**config.mk**
```make
export PLATFORM = sky130hd
export DESIGN_NAME = local_timer
export DESIGN_NICKNAME = d
export VERILOG_FILES = /design/src/rtl/lt_pkg.sv /design/src/rtl/lt_prescaler.sv /design/src/rtl/lt_downcount.sv /design/src/rtl/lt_pending.sv /design/src/rtl/local_timer.sv
export SDC_FILE = /design/constraint.sdc
export NUM_CORES = 1
export LEC_CHECK = 0
export ABC_AREA = 1
export CAP_MARGIN = 20
export CORE_ASPECT_RATIO = 0.6
export CORE_UTILIZATION = 45
export DETAILED_ROUTE_END_ITERATION = 12
export PLACE_DENSITY_LB_ADDON = 0.05
export SLEW_MARGIN = 20
export SYNTH_ARGS = -nofsm -noshare
export SYNTH_HDL_FRONTEND = slang
export SYNTH_SLANG_ARGS = --single-unit
export TNS_END_PERCENT = 50
```
**constraint.sdc**
```tcl
create_clock -name clk -period 8.1 [get_ports clk]
set_clock_uncertainty 0.15 [all_clocks]
set_input_delay 1.62 -clock clk [delete_from_list [all_inputs] [get_ports clk]]
set_output_delay 1.62 -clock clk [all_outputs]
set_load 0.05 [all_outputs]
```
**src/rtl/lt_pkg.sv**
```systemverilog
package lt_pkg;

   // Register select codes on the write port
   typedef enum logic [1:0] {
      SEL_START  = 2'd0,
      SEL_DIVIDE = 2'd1,
      SEL_ENTRY  = 2'd2,
      SEL_ENABLE = 2'd3
   } lt_sel_e;

   localparam int SHIFT_W   = 3;
   localparam int PRESC_W   = (1 << SHIFT_W) - 1;   // largest divisor 2^7
   localparam int ENT_MASK  = 16;
   localparam int ENT_PERIOD = 17;
   localparam int EN_BIT    = 8;
   localparam logic [31:0] ENTRY_KEEP  = 32'h0003_10FF;
   localparam logic [31:0] ENABLE_KEEP = 32'h0000_03FF;
   localparam logic [31:0] ENTRY_RST   = 32'h0001_0000;
   localparam logic [31:0] ENABLE_RST  = 32'h0000_00FF;

   // {bit3, bit1, bit0} + 1, wrapping within three bits
   function automatic logic [SHIFT_W-1:0] div_shift(input logic [3:0] raw);
      logic [SHIFT_W-1:0] code;
      code = {raw[3], raw[1], raw[0]};
      return code + 3'd1;
   endfunction

endpackage

```
**src/rtl/lt_prescaler.sv**
```systemverilog
module lt_prescaler
   import lt_pkg::*;
(
   input  logic               clk,
   input  logic               rst_n,
   input  logic               tick,
   input  logic               active,
   input  logic               restart,
   input  logic [SHIFT_W-1:0] shift_cfg,
   output logic               boundary
);

   logic [PRESC_W-1:0] phase;
   logic [SHIFT_W-1:0] shift_act;
   logic [PRESC_W-1:0] limit;

   assign limit    = ~({PRESC_W{1'b1}} << shift_act);
   assign boundary = tick & active & ~restart & (phase == limit);

   always_ff @(posedge clk or negedge rst_n) begin
      if (!rst_n) begin
         phase     <= '0;
         shift_act <= div_shift(4'h0);
      end else if (restart || !active) begin
         phase     <= '0;
         shift_act <= shift_cfg;
      end else if (tick) begin
         if (phase == limit) begin
            phase     <= '0;
            shift_act <= shift_cfg;   // new divisor from this boundary on
         end else begin
            phase <= phase + 1'b1;
         end
      end
   end

endmodule

```
**src/rtl/lt_downcount.sv**
```systemverilog
module lt_downcount #(
   parameter int CNT_W = 32
) (
   input  logic             clk,
   input  logic             rst_n,
   input  logic             load,
   input  logic [CNT_W-1:0] load_val,
   input  logic             step,
   input  logic             periodic,
   input  logic [CNT_W-1:0] reload_val,
   output logic [CNT_W-1:0] count,
   output logic             expire
);

   localparam logic [CNT_W-1:0] LAST = CNT_W'(1);

   assign expire = step & ~load & (count == LAST);

   always_ff @(posedge clk or negedge rst_n) begin
      if (!rst_n) begin
         count <= '0;
      end else if (load) begin
         count <= load_val;
      end else if (step) begin
         if (count == LAST)
            count <= periodic ? reload_val : '0;
         else
            count <= count - LAST;
      end
   end

endmodule

```
**src/rtl/lt_pending.sv**
```systemverilog
module lt_pending #(
   parameter int PEND_W   = 4,
   parameter bit SATURATE = 1'b1
) (
   input  logic              clk,
   input  logic              rst_n,
   input  logic              inc,
   input  logic              dec,
   input  logic              clr,
   output logic [PEND_W-1:0] cnt
);

   logic at_ceiling;

   generate
      if (SATURATE) begin : g_sat
         assign at_ceiling = &cnt;
      end else begin : g_wrap
         assign at_ceiling = 1'b0;
      end
   endgenerate

   always_ff @(posedge clk or negedge rst_n) begin
      if (!rst_n) begin
         cnt <= '0;
      end else if (clr) begin
         cnt <= '0;
      end else begin
         case ({inc, dec})
            2'b10:   if (!at_ceiling) cnt <= cnt + 1'b1;
            2'b01:   if (cnt != '0)   cnt <= cnt - 1'b1;
            default: cnt <= cnt;
         endcase
      end
   end

endmodule

```
**src/rtl/local_timer.sv**
```systemverilog
module local_timer
   import lt_pkg::*;
#(
   parameter int CNT_W         = 32,
   parameter int PEND_W        = 4,
   parameter bit PEND_SATURATE = 1'b1
) (
   input  logic              clk,
   input  logic              rst_n,
   input  logic              bus_tick,
   input  logic              unit_en,
   input  logic              wr_en,
   input  logic [1:0]        wr_sel,
   input  logic [31:0]       wr_data,
   input  logic              irq_ack,
   output logic [CNT_W-1:0]  cur_count,
   output logic [PEND_W-1:0] pend_count,
   output logic              irq_req,
   output logic [7:0]        irq_vector,
   output logic [31:0]       tmr_entry,
   output logic [31:0]       swen_reg
);

   generate
      if (CNT_W < 2 || CNT_W > 32) begin : g_bad_cnt
         $error("local_timer: CNT_W must be within 2..32");
      end
      if (PEND_W < 1 || PEND_W > 16) begin : g_bad_pend
         $error("local_timer: PEND_W must be within 1..16");
      end
   endgenerate

   logic [3:0]       div_q;
   logic [CNT_W-1:0] start_q;
   logic [31:0]      entry_q;
   logic [31:0]      enable_q;

   logic wr_start, wr_div, wr_entry, wr_enable;
   logic disable_wr, step, expire, deliver, sw_on;

   assign wr_start   = wr_en && (lt_sel_e'(wr_sel) == SEL_START);
   assign wr_div     = wr_en && (lt_sel_e'(wr_sel) == SEL_DIVIDE);
   assign wr_entry   = wr_en && (lt_sel_e'(wr_sel) == SEL_ENTRY);
   assign wr_enable  = wr_en && (lt_sel_e'(wr_sel) == SEL_ENABLE);
   assign disable_wr = wr_enable && !wr_data[EN_BIT];
   assign sw_on      = enable_q[EN_BIT];

   always_ff @(posedge clk or negedge rst_n) begin
      if (!rst_n) begin
         div_q    <= '0;
         start_q  <= '0;
         entry_q  <= ENTRY_RST;
         enable_q <= ENABLE_RST;
      end else begin
         if (wr_div)   div_q   <= wr_data[3:0];
         if (wr_start) start_q <= wr_data[CNT_W-1:0];
         if (wr_enable) begin
            enable_q <= wr_data & ENABLE_KEEP;
            if (!wr_data[EN_BIT]) entry_q[ENT_MASK] <= 1'b1;
         end
         if (wr_entry) begin
            entry_q <= (wr_data & ENTRY_KEEP) |
                       (sw_on ? 32'h0 : (32'h1 << ENT_MASK));
         end
      end
   end

   lt_prescaler u_presc (
      .clk       (clk),
      .rst_n     (rst_n),
      .tick      (bus_tick),
      .active    (cur_count != '0),
      .restart   (wr_start),
      .shift_cfg (div_shift(div_q)),
      .boundary  (step)
   );

   lt_downcount #(.CNT_W(CNT_W)) u_count (
      .clk        (clk),
      .rst_n      (rst_n),
      .load       (wr_start),
      .load_val   (wr_data[CNT_W-1:0]),
      .step       (step),
      .periodic   (entry_q[ENT_PERIOD]),
      .reload_val (start_q),
      .count      (cur_count),
      .expire     (expire)
   );

   lt_pending #(.PEND_W(PEND_W), .SATURATE(PEND_SATURATE)) u_pend (
      .clk   (clk),
      .rst_n (rst_n),
      .inc   (expire),
      .dec   (deliver),
      .clr   (disable_wr),
      .cnt   (pend_count)
   );

   assign irq_req    = (pend_count != '0) && unit_en && sw_on && !entry_q[ENT_MASK];
   assign deliver    = irq_req && irq_ack;
   assign irq_vector = entry_q[7:0];
   assign tmr_entry  = entry_q;
   assign swen_reg   = enable_q;

endmodule

```
Word level (Yosys, flattened, before mapping)
Cells that the tools add are included.
Widths: inputs -> output; s select.
{"block": "op_classes", "addsub": 5, "n_eq_ne": 10, "shifts": 1, "mux": 18, "n_bitwise": 8, "n_reduce_logical": 25}
{"cell": "$mux 32", "count": 4}
{"cell": "$mux 17", "count": 2}
{"cell": "$eq 32x1->1 const B", "count": 1}
{"cell": "$reduce_bool 32->1", "count": 1}
{"cell": "$sub 32x1->32 const B", "count": 1}
{"cell": "$mux 7", "count": 3}
{"cell": "$or 18x17->18", "count": 1}
{"cell": "$mux 4", "count": 3}
{"cell": "$logic_and 1x1->1", "count": 9}
{"cell": "$mux 3", "count": 3}
{"cell": "$pmux 4 s2", "count": 1}
{"cell": "$reduce_bool 2->1", "count": 4}
{"cell": "$add 7x1->7 const B", "count": 1}
{"cell": "$eq 7x7->1", "count": 1}
{"cell": "$not 7->7", "count": 1}
{"cell": "$shl 7x3->7 const A", "count": 1}
{"cell": "$eq 2x2->1 const B", "count": 3}
{"cell": "$ne 3x3->1 const B", "count": 2}
{"cell": "$and 1x1->1", "count": 5}
{"cell": "$add 4x1->4 const B", "count": 1}
{"cell": "$eq 2x1->1 const B", "count": 2}
{"cell": "$reduce_and 2->1", "count": 2}
{"cell": "$reduce_and 4->1", "count": 1}
{"cell": "$reduce_bool 4->1", "count": 1}
{"cell": "other kinds (10)", "count": 13}
{"block": "word_totals", "wordCells": 76, "register_bits": 110}

Logic depth before layout (Yosys ltp)
{"block": "logic_depth", "word_depth": 10, "depth_mapped": 21}

By module
A second synthesis with hierarchy kept.
{"block": "hier_totals", "cells_unflattened": 943, "hier_area_um2": 6630.1}
{"module": "lt_downcount", "area_per_inst_um2": 2820.2, "seq_area_each_um2": 800.8, "instances": 1, "cells_per_inst": 460}
{"module": "local_timer", "area_per_inst_um2": 2736.4, "seq_area_each_um2": 1412.6, "instances": 1, "cells_per_inst": 329}
{"module": "lt_prescaler", "area_per_inst_um2": 733.2, "seq_area_each_um2": 251.5, "instances": 1, "cells_per_inst": 101}
{"module": "lt_pending", "area_per_inst_um2": 340.3, "seq_area_each_um2": 100.1, "instances": 1, "cells_per_inst": 53}

Worst setup path before layout
No wires, ideal clock.
{"block": "synth_path", "path_kind": "input -> output", "start": "input port unit_en", "end": "output port irq_req", "stages": 2, "arrival_time_ps": 2000, "n_path_buf": 0, "setup_slack_ps": 4330, "path_cell_list": "nand3_1 > inv_1"}
{"block": "synth_via", "elab_chain_len": 3}
{"item": "start, declared", "line_no": "local_timer.sv:11", "rtl": "input logic unit_en,"}
{"item": "$logic_and 1x1->1 (3 in series)", "line_no": "local_timer.sv:99", "rtl": "assign irq_req = (pend_count != '0) && unit_en && sw_on && !entry_q[ENT_MASK];"}
{"item": "end, declared", "line_no": "local_timer.sv:18", "rtl": "output logic irq_req,"}
No other way between the ends.

Worst setup path after layout
{"block": "layout_path", "start": "input port wr_sel[1]", "end": "register u_pend.cnt[3]"}
{"block": "layout_via", "elab_chain_len": 10}
{"item": "start, declared", "line_no": "local_timer.sv:13", "rtl": "input logic [1:0] wr_sel,"}
{"item": "$logic_not 2->1", "line_no": "local_timer.sv:41", "rtl": "assign wr_start = wr_en && (lt_sel_e'(wr_sel) == SEL_START);"}
{"item": "$logic_and 1x1->1", "line_no": "local_timer.sv:41"}
{"item": "$not 1->1", "line_no": "lt_prescaler.sv:18, lt_downcount.sv:17"}
{"item": "$and 1x1->1 (2 in series)", "line_no": "lt_prescaler.sv:18", "rtl": "assign boundary = tick & active & ~restart & (phase == limit);"}
{"item": "$and 1x1->1 (2 in series)", "line_no": "lt_downcount.sv:17", "rtl": "assign expire = step & ~load & (count == LAST);"}
{"item": "$eq 2x2->1 or $eq 2x1->1 (tied branches)", "line_no": "lt_pending.sv:29", "rtl": "case ({inc, dec})"}
{"item": "$ne 3x3->1 (no source line) (tied with other cells)"}
{"item": "$reduce_and 3->1 (no source line) or $mux 4 (tied branches)"}
{"item": "end signal, assigned", "line_no": "lt_pending.sv:30", "rtl": "2'b10: if (!at_ceiling) cnt <= cnt + 1'b1;"}
{"item": "end signal, assigned", "line_no": "lt_pending.sv:31", "rtl": "2'b01: if (cnt != '0) cnt <= cnt - 1'b1;"}
{"item": "end signal, assigned", "line_no": "lt_pending.sv:32", "rtl": "default: cnt <= cnt;"}
{"item": "end, declared", "line_no": "lt_pending.sv:10", "rtl": "output logic [PEND_W-1:0] cnt"}
Parallel ways exist; a longest one is shown, timed or not.
A chain may end at the register's enable or synchronous reset.

==> results by group <==
Placed design
  • RePlAce Congestion: a little under 0.9
  • Port buffer count: between 100 and 150
  • Dpl ws: about 2.8 ns
  • Post-DP HPWL: 11.3 mm

Worst setup path
  • CP max FO: 47
  • Worst R2R Setup Slack: between 4 and 5 ns
  • Worst setup EP type: flip-flop
  • Worst Path Required: 8.19 ns
  • Critical path arrival: ~5.0 ns
  • Setup CP Type: input pin to flip-flop
  • Nature of the critical path startpoint: input pin

Detailed routing
  • Routed Antenna Nets: 0
  • 1st-iter DRT viols: ~490
  • Routed vias: around 5500
  • Via density: 5.17
  • Total Routed Length: 15.9 mm
  • WL per Instance: 14.9 um
  • Drt first pass iters: 9
  • Drt drc: 16

Flow run
  • MaxCap Viol Count: 0

Floorplanning
  • Die height: ~92 um
  • Die width: approximately 150 um
  • # IOs: approximately 150
  • Initial Utilization: a little under half
  • Core Box Area: ~13000 sq um
  • Row count: 32
  • Die area: between 10000 and 15000 sq um

Global routing
  • All-Layer GR Usage: 23.9%
  • Largest net degree at the start of global routing: between 70 and 80
  • First-pass GRT wire length: ~26 mm
  • Number of global-route vias before repair: roughly 5000
  • Initial antenna violation count: 0
  • Global route total overflow: 0

STA
  • Worst Max-Slew Pin Slew: around 0.97 ns
  • Normalized max-slew margin: 35.7%
  • Setup tns final: 0 ns
  • Final worst slack: ~3.2 ns
  • RSZ-0062 raised after global routing: no
  • Endpoints failing setup: 0
  • Minimum clock period: 4.92 ns
  • Final hold vios: 0
  • Period utilization: 60.7%
  • Max-slew violations: 0
  • FMAX: ~0.20 GHz

Final layout
  • Layout cells sized above 1: ~7.2%
  • Most common cell after layout, fill and taps aside: nand2_1
  • Multi-input logic area: about 2900 sq um
  • Fillcell total: about 1200
  • Area delta synth->final: 20.0%
  • # diodes: 0
  • Commonest cells after routing, fill and taps aside: nand2_1, clkdlybuf4s50_1, dfrtp_1
  • Nets: around 940
  • Sequential Area: about 2600 sq um

CTS
  • Setup Fix Bufs, Post-CTS: 0
  • H-tree depth: 3
  • # hold bufs at CTS: 0
  • CTS Buf Count: 9
  • Cts repair resizes: 0
  • Clock Sinks: between 100 and 150
  • CTS tree: built
  • Max clock buf depth: 2
  • Clock slew at reported path FFs: ~0.07 ns
  • Worst skew pair latency: 0.35 ns
  • Root Buffer Master: clkbuf_16

Synth
  • Ys async rst share: between 90% and 100%
  • #FFs+latches synth: 102
  • Synth Area per Inst: around 7.6 sq um
  • Yosys cell types: 40
  • Main synth FF type: dfrtp_1
  • Netlist Area Pre-Place: between 6000 and 7000 sq um
  • Cells after Synth: ~810
  • Number of enable flip-flop cells after synthesis: 0
  • YS warnings: 0
  • Post-synthesis sequential area ratio: a little over two fifths

Power
  • Leakage power: 3.55 nW
  • VDD IR-drop max: about 0.27 mV
  • PD cells: roughly 340 nW/um^2

Status
  • Failing checks: DRC
  • Outcome: finished, violations left

Min path
  • HP Class: flip-flop to flip-flop
## cell type report
type / count / share of cell area, %
well taps: 170 / 2.91
multi-input cells: 587 / 39.1
flip-flops and latches: 102 / 35.1
inverters: 84 / 4.32
clock inverters: 4 / 0.446
clock buffers: 12 / 3.38
repair buffers: 108 / 14.7
## cell usage after synthesis, types with 6 or more instances
| library cell | number | area, sq um |
|---|---|---|
| inv_1 | 79 | 297 |
| dfrtp_1 | 92 | 2300 |
| nand4_1 | 11 | 68.8 |
| ha_1 | 6 | 75.1 |
| clkbuf_1 | 9 | 33.8 |
| nor3_1 | 16 | 80.1 |
| nor2_2 | 9 | 56.3 |
| nor2_1 | 74 | 278 |
| a21oi_1 | 14 | 70.1 |
| o21ai_1 | 17 | 85.1 |
| nand3_1 | 51 | 255 |
| buf_2 | 7 | 35.0 |
| buf_4 | 56 | 420 |
| dfstp_2 | 10 | 263 |
| xor2_1 | 12 | 105 |
| o211ai_1 | 7 | 52.6 |
| nand2_1 | 214 | 803 |
| o21ai_0 | 67 | 335 |
## metal layers
layer | up-vias | track usage [%] | share of wire (%)
met5 | - | 0 | 0
met4 | 0 | 5.61 | 0.95
met3 | 20 | 5.53 | 7.2
met2 | 226 | 33.6 | 41
met1 | 2599 | 36.6 | 51
li1 | 2673 | - | -
## stage by stage
stage | instance area, sq um | cells | utilization (%) | hold slack [ns] | power (mW)
after floorplan | 6240 | 847 | - | 0.282 | 1.73
after detailed placement | 7020 | 1051 | 54.0 | 0.308 | 2.09
final | 7300 | 1067 | 56.1 | 0.321 | 2.51
after CTS | 7300 | 1067 | 56.1 | 0.323 | 2.51
after global routing | 7300 | 1067 | 56.1 | 0.338 | 2.65
after global placement | 7020 | 1051 | 54.0 | 0.303 | 2.07
## critical path, stage by stage
cell and delay (ns):
clkdlybuf4s50_1 0.50, inv_1 0.08, nand3_2 0.06, buf_4 0.46
inv_1 0.08, buf_4 0.33, nor3_1 0.39, nand3_2 0.14
nand2_2 0.15, inv_1 0.10, ha_1 0.32, a21oi_1 0.16
nand2_1 0.09, xor2_1 0.19, inv_1 0.08, nand2_1 0.07
nand2_1 0.05, nand2_1 0.07, nand2_1 0.05
## worst paths after layout
| kind | from | endpoint | cells after the start |
|---|---|---|---|
| max | wr_sel[1] | u_pend.cnt[3] | 19 |
| min | start_q[10] | start_q[10] | 2 |
| max reg2reg | u_count.count[16] | u_pend.cnt[3] | 17 |
| min reg2reg | start_q[10] | start_q[10] | 2 |
| max in group asynchronous | rst_n | u_pend.cnt[0] | 2 |
| min in group asynchronous | rst_n | start_q[10] | 1 |
## where the power goes
group | switching [mW] | internal (mW) | total (mW)
combinational | 0.846 | 0.408 | 1.25
clock | 0.197 | 0.218 | 0.416
sequential | 0.180 | 0.656 | 0.835
## cells by family (layout without fill, tap and decap cells)
logic type	Yosys count	in the layout	synth area share, %
adder cells (fa/ha/maj)	7	7	1.56
flip-flops	102	102	42.2
buffers and inverters	158	208	13.5
other	1	43	0.0616
AO/OA/AOI/OAI	120	120	10.8
AND/OR/NAND/NOR	398	398	29.2
multiplexers	2	2	0.370
XOR/XNOR	17	17	2.45
No activity file was read; power rests on OpenSTA's default activity.
